--- config.mk ---
export PLATFORM = sky130hd
export DESIGN_NAME = msc_regfile
export DESIGN_NICKNAME = d
export VERILOG_FILES = /design/src/rtl/msc_pkg.sv /design/src/rtl/msc_chan_regs.sv /design/src/rtl/msc_cmd_ctrl.sv /design/src/rtl/msc_irq_status.sv /design/src/rtl/msc_regfile.sv
export SDC_FILE = /design/constraint.sdc
export NUM_CORES = 1
export LEC_CHECK = 0
export BUFFER_PORTS_ARGS = -buffer_cell sky130_fd_sc_hd__buf_2
export CORE_MARGIN = 2
export CORE_UTILIZATION = 50
export CTS_CLUSTER_DIAMETER = 30
export DETAILED_ROUTE_END_ITERATION = 10
export PLACE_DENSITY = 0.78
export RECOVER_POWER = 25
export SETUP_SLACK_MARGIN = 0.5
export SYNTH_ARGS = -nofsm -noshare
export SYNTH_HDL_FRONTEND = slang
export SYNTH_SLANG_ARGS = --single-unit
--- constraint.sdc ---
create_clock -name clk -period 2.2 [get_ports clk]
set_clock_uncertainty 0.15 [all_clocks]
set_input_delay 0.22 -clock clk [delete_from_list [all_inputs] [get_ports clk]]
set_output_delay 0.22 -clock clk [all_outputs]
set_load 0.02 [all_outputs]
--- src/rtl/msc_pkg.sv ---
package msc_pkg;
   localparam int unsigned BUS_W        = 32;
   localparam logic [13:0] OFS_STATUS   = 14'h0000;
   localparam logic [13:0] OFS_MASK     = 14'h0014;
   localparam logic [13:0] OFS_CMD      = 14'h2C24;
   localparam logic [13:0] OFS_RSP      = 14'h2C2C;
   localparam logic [31:0] RSP_VALUE    = 32'h0000_FFFF;
   localparam logic [7:0]  LOC_TX_START = 8'h80;
   localparam logic [7:0]  LOC_TX_END   = 8'h84;
   localparam logic [7:0]  LOC_RX_START = 8'h88;
   localparam logic [7:0]  LOC_RX_END   = 8'h8C;
   localparam int unsigned RX_STAT_BASE = 4;

   typedef enum logic [1:0] {
      CMD_KEEP = 2'd0,
      CMD_ON   = 2'd1,
      CMD_OFF  = 2'd2
   } cmd_act_e;

   function automatic cmd_act_e decode_opcode(input logic mode, input logic [7:0] op);
      cmd_act_e act;
      act = CMD_KEEP;
      if (op == 8'h00) act = CMD_ON;
      else if (!mode && op == 8'h10) act = CMD_OFF;
      else if (mode && (op == 8'h30 || op == 8'h50)) act = CMD_OFF;
      return act;
   endfunction
endpackage

--- src/rtl/msc_chan_regs.sv ---
module msc_chan_regs #(
   parameter int unsigned PTR_W  = 32,
   parameter int unsigned DATA_W = 32
) (
   input  logic              clk,
   input  logic              rst_n,
   input  logic              win_hit,
   input  logic              wr_en,
   input  logic [7:0]        loc_ofs,
   input  logic [DATA_W-1:0] wdata,
   output logic [DATA_W-1:0] rd_data,
   output logic [PTR_W-1:0]  tx_cur,
   output logic [PTR_W-1:0]  rx_cur
);
   import msc_pkg::*;

   logic [PTR_W-1:0] tx_start_q, tx_end_q, rx_start_q, rx_end_q;
   logic [PTR_W-1:0] tx_cur_q, rx_cur_q;
   logic             wr_hit;

   assign wr_hit = win_hit && wr_en;

   always_ff @(posedge clk or negedge rst_n) begin
      if (!rst_n) begin
         tx_start_q <= '0;
         tx_end_q   <= '0;
         rx_start_q <= '0;
         rx_end_q   <= '0;
         tx_cur_q   <= '0;
         rx_cur_q   <= '0;
      end else if (wr_hit) begin
         unique case (loc_ofs)
            LOC_TX_START: begin
               tx_start_q <= wdata[PTR_W-1:0];
               tx_cur_q   <= wdata[PTR_W-1:0];
            end
            LOC_TX_END:   tx_end_q <= wdata[PTR_W-1:0];
            LOC_RX_START: begin
               rx_start_q <= wdata[PTR_W-1:0];
               rx_cur_q   <= wdata[PTR_W-1:0];
            end
            LOC_RX_END:   rx_end_q <= wdata[PTR_W-1:0];
            default: ;
         endcase
      end
   end

   always_comb begin
      rd_data = '0;
      unique case (loc_ofs)
         LOC_TX_START: rd_data = DATA_W'(tx_start_q);
         LOC_TX_END:   rd_data = DATA_W'(tx_end_q);
         LOC_RX_START: rd_data = DATA_W'(rx_start_q);
         LOC_RX_END:   rd_data = DATA_W'(rx_end_q);
         default:      rd_data = '0;
      endcase
   end

   assign tx_cur = tx_cur_q;
   assign rx_cur = rx_cur_q;
endmodule

--- src/rtl/msc_cmd_ctrl.sv ---
module msc_cmd_ctrl #(
   parameter int unsigned NUM_CH = 4,
   parameter int unsigned DATA_W = 32
) (
   input  logic              clk,
   input  logic              rst_n,
   input  logic              cmd_we,
   input  logic [DATA_W-1:0] cmd_word,
   input  logic              chip_mode,
   output logic [NUM_CH-1:0] chan_on
);
   import msc_pkg::*;

   cmd_act_e   act;
   logic [1:0] tgt;

   assign act = decode_opcode(chip_mode, cmd_word[19:12]);
   assign tgt = cmd_word[1:0];

   for (genvar n = 0; n < NUM_CH; n++) begin : g_ch
      logic sel_n;
      assign sel_n = cmd_we && (tgt == 2'(n));
      always_ff @(posedge clk or negedge rst_n) begin
         if (!rst_n) chan_on[n] <= 1'b0;
         else if (sel_n && act == CMD_ON)  chan_on[n] <= 1'b1;
         else if (sel_n && act == CMD_OFF) chan_on[n] <= 1'b0;
      end
   end
endmodule

--- src/rtl/msc_irq_status.sv ---
module msc_irq_status #(
   parameter int unsigned NUM_CH = 4,
   parameter int unsigned DATA_W = 32
) (
   input  logic              clk,
   input  logic              rst_n,
   input  logic              clr,
   input  logic [NUM_CH-1:0] tx_evt,
   input  logic [NUM_CH-1:0] rx_evt,
   input  logic [NUM_CH-1:0] report_en,
   output logic [DATA_W-1:0] status_word,
   output logic              irq
);
   import msc_pkg::*;

   logic [NUM_CH-1:0] tx_pend_q, rx_pend_q;

   always_ff @(posedge clk or negedge rst_n) begin
      if (!rst_n) begin
         tx_pend_q <= '0;
         rx_pend_q <= '0;
      end else begin
         tx_pend_q <= (clr ? '0 : tx_pend_q) | tx_evt;
         rx_pend_q <= (clr ? '0 : rx_pend_q) | rx_evt;
      end
   end

   always_comb begin
      status_word = '0;
      for (int n = 0; n < NUM_CH; n++) begin
         status_word[n]                = tx_pend_q[n] & report_en[n];
         status_word[RX_STAT_BASE + n] = rx_pend_q[n] & report_en[n];
      end
   end

   assign irq = |status_word;
endmodule

--- src/rtl/msc_regfile.sv ---
module msc_regfile #(
   parameter int unsigned NUM_CH = 4,
   parameter int unsigned ADDR_W = 14,
   parameter int unsigned DATA_W = 32,
   parameter int unsigned PTR_W  = 32
) (
   input  logic                     clk,
   input  logic                     rst_n,
   input  logic                     bus_sel,
   input  logic                     bus_we,
   input  logic [ADDR_W-1:0]        bus_addr,
   input  logic [DATA_W-1:0]        bus_wdata,
   output logic [DATA_W-1:0]        bus_rdata,
   input  logic                     chip_mode,
   input  logic [NUM_CH-1:0]        tx_evt,
   input  logic [NUM_CH-1:0]        rx_evt,
   output logic [NUM_CH-1:0]        chan_on,
   output logic [NUM_CH-1:0]        tx_enable,
   output logic [NUM_CH-1:0]        rx_enable,
   output logic [NUM_CH*PTR_W-1:0]  tx_cur_ptr,
   output logic [NUM_CH*PTR_W-1:0]  rx_cur_ptr,
   output logic                     irq
);
   import msc_pkg::*;

   localparam int unsigned MASK_W = 2 * NUM_CH;
   localparam int unsigned WIN_W  = ADDR_W - 8;

   if (NUM_CH < 1 || NUM_CH > 4) begin : g_bad_ch
      $error("msc_regfile: NUM_CH must lie in 1..4");
   end
   if (ADDR_W < 14) begin : g_bad_addr
      $error("msc_regfile: ADDR_W must be at least 14");
   end
   if (DATA_W != BUS_W) begin : g_bad_data
      $error("msc_regfile: DATA_W must be 32");
   end
   if (PTR_W < 1 || PTR_W > DATA_W) begin : g_bad_ptr
      $error("msc_regfile: PTR_W must lie in 1..DATA_W");
   end

   logic              wr_req, rd_req;
   logic              hit_status, hit_mask, hit_cmd, hit_rsp;
   logic [MASK_W-1:0] mask_q;
   logic [DATA_W-1:0] status_word;
   logic [DATA_W-1:0] rd_mux;
   logic [NUM_CH-1:0] win_hit;
   logic [DATA_W-1:0] ch_rd [NUM_CH];

   assign wr_req     = bus_sel && bus_we;
   assign rd_req     = bus_sel && !bus_we;
   assign hit_status = (bus_addr == ADDR_W'(OFS_STATUS));
   assign hit_mask   = (bus_addr == ADDR_W'(OFS_MASK));
   assign hit_cmd    = (bus_addr == ADDR_W'(OFS_CMD));
   assign hit_rsp    = (bus_addr == ADDR_W'(OFS_RSP));

   always_ff @(posedge clk or negedge rst_n) begin
      if (!rst_n)                   mask_q <= '0;
      else if (wr_req && hit_mask)  mask_q <= bus_wdata[MASK_W-1:0];
   end

   for (genvar n = 0; n < NUM_CH; n++) begin : g_chan
      assign tx_enable[n] = mask_q[2*n];
      assign rx_enable[n] = mask_q[2*n+1];
      assign win_hit[n]   = (bus_addr[ADDR_W-1:8] == WIN_W'(n + 1));

      msc_chan_regs #(.PTR_W(PTR_W), .DATA_W(DATA_W)) u_chan (
         .clk     (clk),
         .rst_n   (rst_n),
         .win_hit (win_hit[n]),
         .wr_en   (wr_req),
         .loc_ofs (bus_addr[7:0]),
         .wdata   (bus_wdata),
         .rd_data (ch_rd[n]),
         .tx_cur  (tx_cur_ptr[n*PTR_W +: PTR_W]),
         .rx_cur  (rx_cur_ptr[n*PTR_W +: PTR_W])
      );
   end

   msc_cmd_ctrl #(.NUM_CH(NUM_CH), .DATA_W(DATA_W)) u_cmd (
      .clk       (clk),
      .rst_n     (rst_n),
      .cmd_we    (wr_req && hit_cmd),
      .cmd_word  (bus_wdata),
      .chip_mode (chip_mode),
      .chan_on   (chan_on)
   );

   msc_irq_status #(.NUM_CH(NUM_CH), .DATA_W(DATA_W)) u_stat (
      .clk         (clk),
      .rst_n       (rst_n),
      .clr         (wr_req && hit_status),
      .tx_evt      (tx_evt),
      .rx_evt      (rx_evt),
      .report_en   (tx_enable),
      .status_word (status_word),
      .irq         (irq)
   );

   always_comb begin
      rd_mux = '0;
      if (hit_status)   rd_mux = status_word;
      else if (hit_mask) rd_mux = DATA_W'(mask_q);
      else if (hit_rsp)  rd_mux = RSP_VALUE;
      else begin
         for (int n = 0; n < NUM_CH; n++)
            if (win_hit[n]) rd_mux = ch_rd[n];
      end
   end

   always_ff @(posedge clk or negedge rst_n) begin
      if (!rst_n)      bus_rdata <= '0;
      else if (rd_req) bus_rdata <= rd_mux;
   end
endmodule

==> impl_metrics.yaml <==
logic_synthesis:
  syn_avg_cell_area_um2: 14.1
  netlist.area_leader.share: 0.544
  synth_edf_count: 0
  synth_area_mm2: 0.0259
  async_flop_share: 1.00
  yosysTopAreaCell: "dfrtp_1"
  synth_nets: 1898
  synth.most_common_cell: "dfrtp_1"
  ys_types: 65
  ys_seq_elements: 564
  synth_area_leaders: "dfrtp_1 (54%), mux2_2 (24%), mux4_2 (6.2%), clkbuf_1 (1.1%), mux2i_1 (1.1%)"
  ys.flop_type: "dfrtp_1"
  ys_seq_area_frac: 0.544
  synthCells: 1839
  synth_commonest_cells: "dfrtp_1 (564), mux2_2 (544), clkbuf_1 (79), mux4_2 (71), nand2_1 (71)"
  yosysWarnings: 0
floorplan:
  chipWidth_um: 232
  core_area_mm2: 0.0513
  rows: 83
  start_util: 0.506
  die_area_mm2: 0.0537
  die_height_um: 232
  num_io_pins: 360
clock_tree:
  h-tree-depth: 3
  cts_max_path_buffers: 3
  cts_tree: "built"
  clk_pin_slew_worst_paths_ns: 0.05
  root_buffer: "clkbuf_16"
  cts.sink_count: 564
  cts_buffers: 114
  clock_latency_ns: 0.66
routing:
  wire_per_inst_um: 29.4
  drcViolationCount: 0
  drtIter0Drc: 2076
  vias_per_cell: 6.29
  wl_um: 93900
  vias: 20100
  ant_nets: 0
  dr.pass1.iters: 5
global_route:
  grt_start_max_net_pins: 70
  use_met3: 0.0847
  top_usage_layer: "met2"
  antenna_found_initial: 2
  grt_usage: 0.332
  grt_pass1_vias: 20500
  grt_overflow: 0
  grt_pass1_wl_um: 132000
  gr-usage-met2: 0.516
  grtUsageMet1: 0.434
final_layout:
  final_nets: 2471
  antenna_cells: 0
  stdcell_area_mm2: 0.0356
  drive_gt1_frac: 0.600
  finalCoreUtilization: 0.694
  multi_input_area_mm2: 0.0118
  instances_no_fill: 3190
  synthToLayoutAreaGrowth_pct: 37.3
  regArea_mm2: 0.0141
  nFillCells: 3262
critical_path:
  crit_chain: "o21ai_1, nand4_1, buf_4"
  crit_path_end_kind: "primary output"
  startpoint: "u_stat.tx_pend_q[0]"
  critPathBufInv: 1
  start_kind: "flip-flop"
  path_max_fanout: 4
  cp.depth: 3
  max_stage_delay_ns: 0.41
  reg2reg_from: "g_chan[3].u_chan.rx_start_q[6]"
  cp.arrival_ns: 1.62
  crit_type: "reg2out"
  cp.required_ns: 1.83
  rr_worst_depth: 4
  path_delay_family: "flip-flops"
  slowest_stage: "dfrtp_1"
timing:
  worst_slew_pin_slew_ns: 0.971
  hold_slack_ns: 0.0772
  finalCriticalPeriod_ns: 1.99
  hold_violations: 0
  setup_viol: 0
  fmax_mhz: 502
  slew_violations: 0
  min_period_over_period: 0.906
  rsz0062_at_grt: "yes"
  setup_ws_ns: 0.206
  setup_tns_ns: 0
  slew-limit-headroom: 0.352
hold_path:
  holdCritPathClass: "in2reg"
  hold_start: "chip_mode"
  whs_path_depth: 6
place:
  gp_congestion: 0.899
  hpwlAfterDp_um: 57700
  place_inst: 2883
  place_area_mm2: 0.0301
  place_ws_ns: -0.311
  io_buffers: 359
pwr:
  finalPower_mw: 29.2
  p_per_area_mw_per_mm2: 820
  ir_drop_uv: 672
  p_leak_nw: 18.0
status:
  outcome: "complete, no violations"
run:
  cap_violations: 0
## cell usage in the layout (no fill, tap or decap), types with 25 or more instances in the layout
master | Yosys | layout
mux2_2 | 544 | 491
dlygate4sd3_1 | 0 | 45
buf_4 | 4 | 133
buf_2 | 47 | 345
a21oi_1 | 36 | 30
clkbuf_16 | 0 | 125
mux2_4 | 0 | 54
o21ai_0 | 41 | 30
buf_12 | 0 | 54
clkinv_2 | 0 | 25
mux4_2 | 71 | 71
mux2i_1 | 28 | 27
nand2_1 | 71 | 55
dfrtp_1 | 564 | 558
## final timing paths
kind	to	slack, ns
max reg2reg	bus_rdata[6]	0.41
max in group asynchronous	mask_q[6]	0.26
min reg2reg	bus_rdata[20]	0.35
min	u_cmd.chan_on[0]	0.08
max	irq	0.21
min in group asynchronous	g_chan[2].u_chan.tx_start_q[10]	0.68
## sequential cells by signal, summed over array words and instances, names as in the netlist
| register | flops |
|---|---|
| mask_q | 8 |
| g_chan.u_chan.tx_start_q | 128 |
| u_cmd.chan_on | 4 |
| g_chan.u_chan.tx_end_q | 128 |
| u_stat.tx_pend_q | 4 |
| g_chan.u_chan.rx_end_q | 128 |
| u_stat.rx_pend_q | 4 |
| g_chan.u_chan.rx_start_q | 96 |
| g_chan.u_chan.rx_cur | 32 |
| bus_rdata | 32 |
## layout make-up
cell class	instances	share of cell area
inverter	1	0.000105
sequential	564	0.396
timing repair buffer	616	0.136
clock buffer	135	0.0860
tap	680	0.0239
clock inverter	79	0.0257
multi-input combinational	1115	0.332
## worst register-to-register path: stages (launching register included)
cell	delay, ns
dfrtp_1	0.39
mux4_2	0.48
and3_1	0.20
o221ai_1	0.25
o221ai_1	0.17
## per-layer routing
layer  wire length [um]  vias up  part of all wire
met2              43400     1193              0.46
met4               5150        2             0.055
met5                 13        -           0.00014
li1                   -     8092                 -
met3               9510      294              0.10
met1              35800    10500              0.38
## kinds of logic after synthesis
logic type | synth area share
multiplexers | 0.312
AO/OA/AOI/OAI | 0.0699
AND/OR/NAND/NOR | 0.0471
XOR/XNOR | 0.000338
flip-flops | 0.544
buffers and inverters | 0.0269
## power breakdown
group / switching (mW) / total, mW / internal (mW)
logic: 0.763 / 1.15 / 0.387
clock network: 5.91 / 17.6 / 11.7
registers: 0.0125 / 10.4 / 10.4
## repair_timing
| action | CTS | global route |
|---|---|---|
| pin swaps | 33 | 25 |
| hold buffers | 45 | 0 |
| buffers inserted | 8 | 26 |
| endpoints found under the hold margin | 1047 | 0 |
| cloned | 1 | 13 |
| gates resized for setup | 41 | 98 |
| endpoints found under the setup margin | 213 | 349 |
No activity file was read; power rests on OpenSTA's default activity.
